<file path="src/rtl/spi_cpha1_master.sv">
module spi_cpha1_master #(
  parameter int DIV_W = 8
) (
  input  logic             clk,
  input  logic             rst_n,
  input  logic             cfg_cpol,
  input  logic             cfg_lsb_first,
  input  logic             cfg_sel_oe,
  input  logic             cfg_fault_en,
  input  logic [DIV_W-1:0] cfg_div,
  input  logic             start,
  input  logic [7:0]       tx_byte,
  output logic             busy,
  output logic             done,
  output logic [7:0]       rx_byte,
  output logic             sck,
  output logic             mosi,
  input  logic             miso,
  output logic             ss_n
);
  localparam int BITS  = 8;
  localparam int EDGES = 2 * BITS;
  localparam int EW    = $clog2(EDGES + 1);

  typedef enum logic [1:0] {ST_IDLE, ST_RUN, ST_TAIL} st_t;

  st_t             st;
  logic [DIV_W-1:0] cnt, div_q;
  logic [EW-1:0]   edge_q;
  logic            pol_q, lsb_q, phase_q, mosi_q, ss_q, done_q;
  logic [7:0]      tx_q, rx_q, rx_out;

  logic       tick;
  logic [2:0] idx, pos;

  assign tick = (cnt == '0);
  assign idx  = 3'(edge_q >> 1);
  assign pos  = lsb_q ? idx : 3'(BITS - 1) - idx;

  assign busy    = (st != ST_IDLE);
  assign done    = done_q;
  assign rx_byte = rx_out;
  assign sck     = phase_q ^ pol_q;
  assign mosi    = mosi_q;
  assign ss_n    = ss_q;

  always_ff @(posedge clk or negedge rst_n) begin
    if (!rst_n) begin
      st      <= ST_IDLE;
      cnt     <= '0;
      div_q   <= '0;
      edge_q  <= '0;
      pol_q   <= 1'b0;
      lsb_q   <= 1'b0;
      phase_q <= 1'b0;
      mosi_q  <= 1'b0;
      ss_q    <= 1'b1;
      done_q  <= 1'b0;
      tx_q    <= '0;
      rx_q    <= '0;
      rx_out  <= '0;
    end else begin
      done_q <= 1'b0;
      unique case (st)
        ST_IDLE: begin
          pol_q   <= cfg_cpol;
          phase_q <= 1'b0;
          if (start) begin
            tx_q   <= tx_byte;
            lsb_q  <= cfg_lsb_first;
            div_q  <= cfg_div;
            cnt    <= cfg_div;
            edge_q <= '0;
            ss_q   <= !(cfg_sel_oe && cfg_fault_en);
            st     <= ST_RUN;
          end
        end
        ST_RUN: begin
          if (tick) begin
            phase_q <= !phase_q;
            cnt     <= div_q;
            edge_q  <= edge_q + 1'b1;
            if (!edge_q[0]) mosi_q <= tx_q[pos];
            else            rx_q[pos] <= miso;
            if (edge_q == EW'(EDGES - 1)) st <= ST_TAIL;
          end else begin
            cnt <= cnt - 1'b1;
          end
        end
        ST_TAIL: begin
          if (tick) begin
            ss_q   <= 1'b1;
            done_q <= 1'b1;
            rx_out <= rx_q;
            st     <= ST_IDLE;
          end else begin
            cnt <= cnt - 1'b1;
          end
        end
        default: st <= ST_IDLE;
      endcase
    end
  end
endmodule

</file>
<file path="config.mk">
export PLATFORM = sky130hd
export DESIGN_NAME = spi_cpha1_master
export DESIGN_NICKNAME = d
export VERILOG_FILES = /design/src/rtl/spi_cpha1_master.sv
export SDC_FILE = /design/constraint.sdc
export NUM_CORES = 1
export LEC_CHECK = 0
export ABC_AREA = 1
export BUFFER_PORTS_ARGS = -buffer_cell sky130_fd_sc_hd__buf_2
export CAP_MARGIN = 10
export CORE_MARGIN = 2
export CORE_UTILIZATION = 62
export CTS_BUF_LIST = sky130_fd_sc_hd__clkbuf_4 sky130_fd_sc_hd__clkbuf_8 sky130_fd_sc_hd__clkbuf_16
export DETAILED_ROUTE_END_ITERATION = 10
export PLACE_DENSITY = 0.85
export SYNTH_ARGS = -nofsm -noshare
export SYNTH_HDL_FRONTEND = slang
export SYNTH_SLANG_ARGS = --single-unit
</file>
<file path="constraint.sdc">
create_clock -name clk -period 3.5 [get_ports clk]
set_input_delay 0.7 -clock clk [delete_from_list [all_inputs] [get_ports clk]]
set_output_delay 0.7 -clock clk [all_outputs]
set_load 0.03 [all_outputs]
</file>
==> results of run 1 <==
==> metal layers <==
layer | up-vias | global-route usage
met5 | - | 0
met4 | 0 | 0.0988
met3 | 9 | 0.0483
met2 | 55 | 0.428
met1 | 1093 | 0.290
li1 | 1205 | -
==> power breakdown <==
group	switching (mW)	internal (mW)
combinational	0.881	0.460
clock	0.205	0.233
sequential	0.158	0.828
==> per-stage QoR <==
stage               instances  power, mW  instance area, um2
floorplan                 364       2.04                2920
global route              453       3.01                3240
detailed placement        445       2.33                3120
CTS                       453       2.77                3240
global placement          445       2.27                3120
finish                    453       2.76                3240
==> sequential cells by signal, indices dropped and copies added, names as in the netlist <==
register and flops:
cnt 8, ss_n 1, pol_q 1, edge_q 5, done 1, phase_q 1
rx_q 8, rx_byte 8, lsb_q 1, mosi 1, tx_q 8, div_q 8
st 2
==> worst max-delay path by stage <==
stage	to	start	depth (start not counted)
detailed placement	div_q[4]$_DFFE_PN0P_	start	3
floorplan	sck	pol_q$_DFFE_PN0P_	1
global route	busy	st[0]$_DFFE_PN0P_	4
finish	busy	st[0]$_DFFE_PN0P_	4
global placement	div_q[4]$_DFFE_PN0P_	start	3
CTS	busy	st[0]$_DFFE_PN0P_	4
==> cell families after synthesis <==
| logic type | after synthesis | synth area share |
|---|---|---|
| AOI/OAI and AO/OA | 37 | 0.0656 |
| xor gates and xnor gates | 6 | 0.0180 |
| adders and majority gates | 8 | 0.0343 |
| buffers and inverters | 49 | 0.0712 |
| DFF | 53 | 0.455 |
| muxes | 8 | 0.0309 |
| and+or+nand+nor | 203 | 0.325 |
==> critical path: cells and delay by family (launching register included) <==
kind       cells  cell delay, ns
fa+ha+maj      1            0.25
flops          1            0.41
buf+inv        3            0.40
==> cell type report <==
cell class	instances	area, um2	share of cell area
clock buffer	6	82.6	0.0255
inverter	40	150	0.0463
sequential	53	1330	0.410
timing repair buffer	38	195	0.0602
clock inverter	2	37.5	0.0116
multi-input combinational	262	1380	0.427
tap	52	65.1	0.0201
==> placed cells by master (no fill, tap or decap), types with 2 or more instances in the layout <==
cell / instances
inv_1: 37
or2_2: 3
clkbuf_8: 6
a21oi_1: 11
buf_4: 2
ha_1: 8
o21ai_0: 2
nor2_2: 2
nand3_2: 8
inv_2: 3
mux2_2: 8
dfrtp_1: 52
nand2_4: 3
nand3_1: 15
xnor2_1: 3
o21ai_1: 22
xor2_1: 3
buf_2: 36
nor3_2: 4
nand2_1: 117
nand2_2: 6
nor2_1: 40
==> impl_metrics.ini, run 1 <==
[sta]
skew_ns = 0.00701
slew_violations = 0
final-hold-violation-count = 0
worst_slack_ns = 1.44
relSlewSlack = 0.392
hold_ws_ns = 0.455
max_clock_freq_mhz = 485
final-setup-viol-count = 0
tightest_slew_ns = 0.910
period_minus_slack_ns = 2.06
post-route-period-util = 0.589
rsz0062_at_grt = false
fin_setup_tns_ns = 0

[setup_path]
r2r-start = st[0]$_DFFE_PN0P_
r2r-end = div_q[2]$_DFFE_PN0P_
crit_arrival_ns = 1.36
crit_chain = inv_1 > ha_1 > inv_2 > buf_2
worstSetupPathType = flip-flop to output pin
rrSetupSlack_ns = 1.55
rr_worst_depth = 4
cp.required_ns = 2.80
critPathMaxFanout = 5
worstSetupEndpointType = output pin
critPathSlowestCell = dfrtp_1
cp_slowest_stage_delay_ns = 0.41
worst_setup_path_start_kind = flip-flop

[detailed_routing]
wl_met2_mm = 2.82
routedWlPerCell_um = 12.7
drc = 0
highest_layer = met4
ant_nets = 0
drt-pass1-iter-count = 4
drt_iter0_markers = 138
met3_length_um = 221
via_per_inst = 5.21
wl_mm = 5.73
drt-met1-wl_mm = 2.57
vias = 2362

[clock_tree]
post-cts-setup-buffers = 0
cts_buffers = 5
cts_root_buf = clkbuf_8
htree_levels = 2
cts_tree = done
clkTransAtPathRegs_ns = 0.09
cts_buffer_depth = 2
cts_hold_buffers = 0
insertion_delay_ns = 0.31
cts_sinks = 53
cts_resized = 0

[synthesis]
synth.distinct_cells = 31
avgSynthCellArea_um2 = 8.02
yosysMostFrequentCell = nand2_1
ys_seq_area_frac = 0.455
synth_area_leaders = dfrtp_1, nand2_1, nor2_1
syn_inst = 364
yosys.area.top_type = dfrtp_1
synthFlopType = dfrtp_1
ys_warn_count = 0
synth-edff-count = 0
ys_top_cells_by_count = nand2_1, dfrtp_1, nor2_1
syn-num-nets = 396
synthArstFlopShare = 1.00
synth-seq-cells = 53
yosys.area.top_type_share = 0.446
syn_area_mm2 = 0.00292

[floorplan]
die_area_mm2 = 0.00527
core.rowCount = 24
fp.dieH_um = 72.6
fp.dieW_um = 72.6
pin_count = 37
core-area_mm2 = 0.00444
start_util = 0.657

[hold_path]
hold_class = input pin to async pin

[grt]
grt-ovfl-total = 0
grt_pass1_vias = 2349
grt_usage = 0.243
grt_antenna_before_repair = 0
grt_max_degree = 36
grt_pass1_wl_mm = 10.0

[outcome]
status = finished clean

[pwr]
p_leak_nw = 1.72
powerDensity_mw_per_mm2 = 853
vdd_drop_max_mv = 0.512

[cells_and_area]
layout.nets = 432
areaGrowthSynthToFinish_pct = 11.1
fin_util = 0.729
antennaDiodeCount = 0
drive_gt1_frac = 0.219
fillCellCount = 370

[placement]
dp.final_hpwl_mm = 4.13
gp_congestion = 0.789
io_buffers = 36
place_ws_ns = 1.49

[job]
drv_cap = 0
No activity file was read; power rests on OpenSTA's default activity.
==> run 2: changes to the inputs <==
--- a/config.mk
+++ b/config.mk
@@ -5,14 +5,14 @@
 export SDC_FILE = /design/constraint.sdc
 export NUM_CORES = 1
 export LEC_CHECK = 0
-export ABC_AREA = 1
+export ABC_AREA = 0
 export BUFFER_PORTS_ARGS = -buffer_cell sky130_fd_sc_hd__buf_2
 export CAP_MARGIN = 10
 export CORE_MARGIN = 2
-export CORE_UTILIZATION = 62
+export CORE_UTILIZATION = 58
 export CTS_BUF_LIST = sky130_fd_sc_hd__clkbuf_4 sky130_fd_sc_hd__clkbuf_8 sky130_fd_sc_hd__clkbuf_16
 export DETAILED_ROUTE_END_ITERATION = 10
-export PLACE_DENSITY = 0.85
+export PLACE_DENSITY = 0.8
 export SYNTH_ARGS = -nofsm -noshare
 export SYNTH_HDL_FRONTEND = slang
 export SYNTH_SLANG_ARGS = --single-unit
==> constraint.sdc (replaced) <==
create_clock -name clk -period 1.9 [get_ports clk]
set_input_delay 0.38 -clock clk [delete_from_list [all_inputs] [get_ports clk]]
set_output_delay 0.38 -clock clk [all_outputs]
set_load 0.03 [all_outputs]
==> run 2 against run 1 <==
Effect of this change: the flow now finishes with violations (setup timing); critical path depth rose by 5; count of clock-buffer cells in the layout unchanged; power is 95% higher; non-clock buffer count increased by 42; clock power is 81% higher; synthesized area increased by 2.6%; synthesized cell count down 18%; worst hold slack worse by 0.16 ns; global-route usage increased by 1.7 points; sequential cell count unchanged; sequential power rose by 89%; critical endpoint is now cnt[4]$_DFFE_PN0P_; largest cell class unchanged.
==> impl_metrics.ini, run 2 <==
[synthesis]
synthFlopType = dfrtp_1
ys_seq_area_frac = 0.443
synth.distinct_cells = 52
syn-num-nets = 330
synth-seq-cells = 53
syn_area_mm2 = 0.00299
yosys.area.top_type = dfrtp_1
synthArstFlopShare = 1.00
synth_area_leaders = dfrtp_1, mux2_2, a21oi_1
ys_warn_count = 0
ys_top_cells_by_count = dfrtp_1, mux2_2, nor2_1
synth-edff-count = 0
syn_inst = 298
yosys.area.top_type_share = 0.435
yosysMostFrequentCell = dfrtp_1
avgSynthCellArea_um2 = 10.0

[clock_tree]
clkTransAtPathRegs_ns = 0.10
cts_tree = done
htree_levels = 2
cts_buffer_depth = 2
cts_sinks = 53
insertion_delay_ns = 0.31
cts_root_buf = clkbuf_8
cts_buffers = 5

[cells_and_area]
antennaDiodeCount = 0
drive_gt1_frac = 0.407
fin_util = 0.751
regArea_mm2 = 0.00133
layout.nets = 402
fillCellCount = 344
areaGrowthSynthToFinish_pct = 26.4
multi_input_area_mm2 = 0.00168
fin_area_mm2 = 0.00378
stdcell_count = 441
final_cell_mix = dfrtp_1, buf_4, buf_2, mux2_2, nor2_1
final_common_cell = dfrtp_1

[setup_path]
worstSetupPathType = flip-flop to flip-flop
critPathMaxFanout = 5
cp.required_ns = 2.15
worst_setup_path_start_kind = flip-flop
worstSetupEndpointType = flip-flop
crit_arrival_ns = 2.30

[sta]
skew_ns = 0.00529
post-route-period-util = 1.08
rsz0062_at_grt = true
final-setup-viol-count = 14
relSlewSlack = 0.651
fin_setup_tns_ns = -1.11
slew_violations = 0
hold_ws_ns = 0.291
period_minus_slack_ns = 2.05
worst_slack_ns = -0.149
tightest_slew_ns = 0.523
max_clock_freq_mhz = 488
final-hold-violation-count = 0

[floorplan]
start_util = 0.594
core.rowCount = 26
core-area_mm2 = 0.00504
pin_count = 37
die_area_mm2 = 0.00575
fp.dieW_um = 75.9
fp.dieH_um = 75.9

[pwr]
share_comb_of_total_power = 0.509
p_clk_frac = 0.146
vdd_drop_max_mv = 0.906
p_int_mw = 3.21
total_power_mw = 5.40
switching_share = 0.405
seqPwrFrac = 0.344
p_leak_nw = 1.73
powerDensity_mw_per_mm2 = 1430
switchingPower_mw = 2.19

[detailed_routing]
ant_nets = 0
routedWlPerCell_um = 16.4
drc = 0
wl_mm = 7.23
vias = 2601
drt_iter0_markers = 141
drt-pass1-iter-count = 4
via_per_inst = 5.90

[placement]
dp.cells = 427
io_buffers = 36
place_ws_ns = -0.136
gp_congestion = 0.971
placed_area_mm2 = 0.00349
dp.final_hpwl_mm = 5.04

[grt]
grt_max_degree = 27
grt_pass1_wl_mm = 11.3
grt_antenna_before_repair = 0
grt-ovfl-total = 0
grt_usage = 0.260
grt_pass1_vias = 2405

[outcome]
violations = setup timing
status = finished, violations left

[hold_path]
hold_class = input pin to flip-flop

[job]
drv_cap = 0
[run 2: repair_timing]
action | in CTS | in global routing
hold buffers | 1 | 0
gates resized for setup | 25 | 15
pin swaps | 10 | 6
endpoints found under the setup margin | 15 | 24
hold endpoints to repair | 10 | 0
setup buffers | 2 | 3
[run 2: power groups by stage]
stage	registers (mW)	clock network, mW	logic, mW
after detailed placement	1.85	0	2.43
after CTS	1.84	0.801	2.58
after global routing	1.91	0.850	2.98
after floorplan	1.75	0	1.68
final	1.86	0.790	2.75
after global placement	1.83	0	2.38
[run 2: kinds of logic after synthesis]
logic type | after synthesis | share of synthesized area
and+or+nand+nor | 89 | 0.161
AOI/OAI and AO/OA | 77 | 0.165
DFF | 53 | 0.443
muxes | 38 | 0.139
buffers and inverters | 25 | 0.0338
xor gates and xnor gates | 8 | 0.0234
adders and majority gates | 8 | 0.0334
[run 2: worst max-delay path: stages (launching register included)]
cell     delay [ns]
dfrtp_1        0.40
inv_2          0.09
ha_4           0.13
or4b_4         0.53
buf_6          0.16
nor3_4         0.17
buf_6          0.14
a21oi_2        0.03
o21ai_1        0.16
a22o_1         0.17
[run 2: path summary, 6_finish.rpt]
path	startpoint	end	slack (ns)	depth (start not counted)
setup / recovery	cnt[0]$_DFFE_PN0P_	cnt[4]$_DFFE_PN0P_	-0.15	9
hold / removal	tx_byte[7]	tx_q[7]$_DFFE_PN0P_	0.29	2
setup reg to reg	cnt[0]$_DFFE_PN0P_	cnt[4]$_DFFE_PN0P_	-0.15	9
hold reg to reg	rx_q[5]$_DFFE_PN0P_	rx_q[5]$_DFFE_PN0P_	0.50	1
max in group asynchronous	rst_n	rx_q[6]$_DFFE_PN0P_	0.81	3
min in group asynchronous	rst_n	phase_q$_DFFE_PN0P_	0.47	2
[run 2: area by class of cell]
class,count,area share
inverters,10,0.00992
repair buffers,80,0.141
multi-input cells,220,0.445
flip-flops and latches,53,0.351
clock buffers,6,0.0202
clock inverters,2,0.0102
well taps,70,0.0231
[run 2: routing by layer]
| layer | share of wire | vias up | track usage | wire [um] |
|---|---|---|---|---|
| met5 | 0 | - | 0 | 0 |
| met4 | 0.023 | 0 | 0.113 | 164 |
| met3 | 0.050 | 19 | 0.0384 | 360 |
| met2 | 0.48 | 89 | 0.399 | 3440 |
| met1 | 0.45 | 1267 | 0.367 | 3260 |
| li1 | - | 1226 | - | - |
==> run 3: changes to the inputs <==
--- a/config.mk
+++ b/config.mk
@@ -12,6 +12,7 @@
 export CORE_UTILIZATION = 58
 export CTS_BUF_LIST = sky130_fd_sc_hd__clkbuf_4 sky130_fd_sc_hd__clkbuf_8 sky130_fd_sc_hd__clkbuf_16
 export DETAILED_ROUTE_END_ITERATION = 10
+export MAX_ROUTING_LAYER = met4
 export PLACE_DENSITY = 0.8
 export SYNTH_ARGS = -nofsm -noshare
 export SYNTH_HDL_FRONTEND = slang
==> run 3 against run 2 <==
Effect of this change: the run still ends with setup timing left; wire length is 5.7% lower; critical endpoint is now cnt[6]$_DFFE_PN0P_; count of clock-buffer cells in the layout is 1 lower; largest cell class unchanged; first-iteration DRC count is 16% higher; clock power is 19% lower.
==> impl_metrics.ini, run 3 (synthesis gave the netlist of run 2 again) <==
[outcome]
status = finished, violations left
violations = setup timing

[pwr]
total_power_mw = 5.16
p_leak_nw = 1.70
powerDensity_mw_per_mm2 = 1390
vdd_drop_max_mv = 0.916

[clock_tree]
htree_levels = 2
cts_sinks = 53
insertion_delay_ns = 0.31
cts_buffer_depth = 2
cts_root_buf = clkbuf_8
clkTransAtPathRegs_ns = 0.10
cts_tree = done
cts_buffers = 5

[floorplan]
core.rowCount = 26
core-area_mm2 = 0.00504
pin_count = 37
die_area_mm2 = 0.00575
fp.dieW_um = 75.9
start_util = 0.594
fp.dieH_um = 75.9

[grt]
grt_usage = 0.255
grt_pass1_wl_mm = 10.9
grt-ovfl-total = 0
grt_max_degree = 27
grt_pass1_vias = 2318
grt_antenna_before_repair = 0

[detailed_routing]
via_per_inst = 5.75
drt-pass1-iter-count = 4
drc = 0
wl_mm = 6.81
ant_nets = 0
vias = 2512
routedWlPerCell_um = 15.6
drt_iter0_markers = 163

[sta]
skew_ns = 0.00973
rsz0062_at_grt = true
tightest_slew_ns = 0.479
period_minus_slack_ns = 2.01
max_clock_freq_mhz = 498
final-setup-viol-count = 12
worst_slack_ns = -0.107
final-hold-violation-count = 0
hold_ws_ns = 0.289
relSlewSlack = 0.671
slew_violations = 0
post-route-period-util = 1.06

[cells_and_area]
fillCellCount = 367
final_cell_mix = dfrtp_1, buf_4, buf_2, mux2_2, nor2_1
drive_gt1_frac = 0.392
final_common_cell = dfrtp_1
antennaDiodeCount = 0
layout.nets = 398
fin_util = 0.736
fin_area_mm2 = 0.00371
multi_input_area_mm2 = 0.00168
areaGrowthSynthToFinish_pct = 24.0
regArea_mm2 = 0.00133

[hold_path]
hold_class = input pin to flip-flop

[placement]
dp.final_hpwl_mm = 5.03
io_buffers = 36
gp_congestion = 0.939
placed_area_mm2 = 0.00349

[setup_path]
critPathMaxFanout = 2
worstSetupPathType = flip-flop to flip-flop
crit_chain = inv_2 > buf_4 > buf_4 > ha_1 > or4b_4 > nor2_4 > xor2_1 > a221oi_2 > a21oi_1
cp_slowest_stage_delay_ns = 0.49
worst_setup_path_start_kind = flip-flop
worstSetupEndpointType = flip-flop
path_common_cell = buf_4
critPathSlowestCell = or4b_4
cp.required_ns = 2.09
crit_arrival_ns = 2.20

[job]
drv_cap = 0
[run 3: changes by cell type in the layout (fill, tap and decap cells not counted), moves of 2 or more]
cell | previous run | this run
a21oi_1 | 18 | 21
a21oi_2 | 4 | 1
buf_6 | 5 | 2
buf_4 | 39 | 37
nand2_2 | 3 | 1
nor3_2 | 0 | 2
[run 3: where the power goes]
| part | total (mW) | internal (mW) | leakage (nW) | switching, mW |
|---|---|---|---|---|
| registers | 1.85 | 1.48 | 0.653 | 0.368 |
| clock network | 0.643 | 0.262 | 0.0481 | 0.381 |
| logic | 2.67 | 1.27 | 1.00 | 1.40 |
[run 3: worst max-delay path, delay by kind of cell, from the launching register on]
family / cells / cell delay, ns
compound gates: 2 / 0.33
fa+ha+maj: 1 / 0.14
xor+xnor: 1 / 0.09
simple gates: 2 / 0.61
flops: 1 / 0.41
buf+inv: 3 / 0.30
[run 3: final timing paths]
path | from | to | slack [ns] | cells past startpoint
worst max register to register | cnt[1]$_DFFE_PN0P_ | cnt[6]$_DFFE_PN0P_ | -0.11 | 9
worst min register to register | ss_n$_DFFE_PN1P_ | ss_n$_DFFE_PN1P_ | 0.50 | 2
worst max-delay path | cnt[1]$_DFFE_PN0P_ | cnt[6]$_DFFE_PN0P_ | -0.11 | 9
min in group asynchronous | rst_n | pol_q$_DFFE_PN0P_ | 0.47 | 2
max in group asynchronous | rst_n | rx_byte[4]$_DFFE_PN0P_ | 0.80 | 3
worst min-delay path | cfg_lsb_first | lsb_q$_DFFE_PN0P_ | 0.29 | 2
[run 3: metal layers]
metal	global-route usage	vias up	wire length, um
li1	-	1219	-
met5	-	-	0
met2	0.367	61	3260
met3	0.0450	8	310
met1	0.363	1224	3160
met4	0.0858	0	76
[run 3: repair_timing]
item,4_1_cts,5_1_grt
gates resized for setup,13,19
hold buffers,1,0
pin swaps,9,6
hold endpoints to repair,10,0
setup endpoints to repair,12,20
buffers inserted,2,0
[run 3: final cells by class]
cell class,instances,area share
clock inverters,3,0.00607
repair buffers,76,0.132
clock buffers,5,0.0185
flip-flops and latches,53,0.358
inverters,10,0.0101
multi-input cells,220,0.452
well taps,70,0.0236
[run 3: through the flow]
step	worst slack, ns	setup TNS [ns]	cells
CTS	-0.108	-0.715	437
finish	-0.107	-0.593	437
global placement	-0.0953	-0.430	426
global route	-0.184	-1.67	437
detailed placement	-0.137	-0.754	426
floorplan	-0.0619	-0.359	298
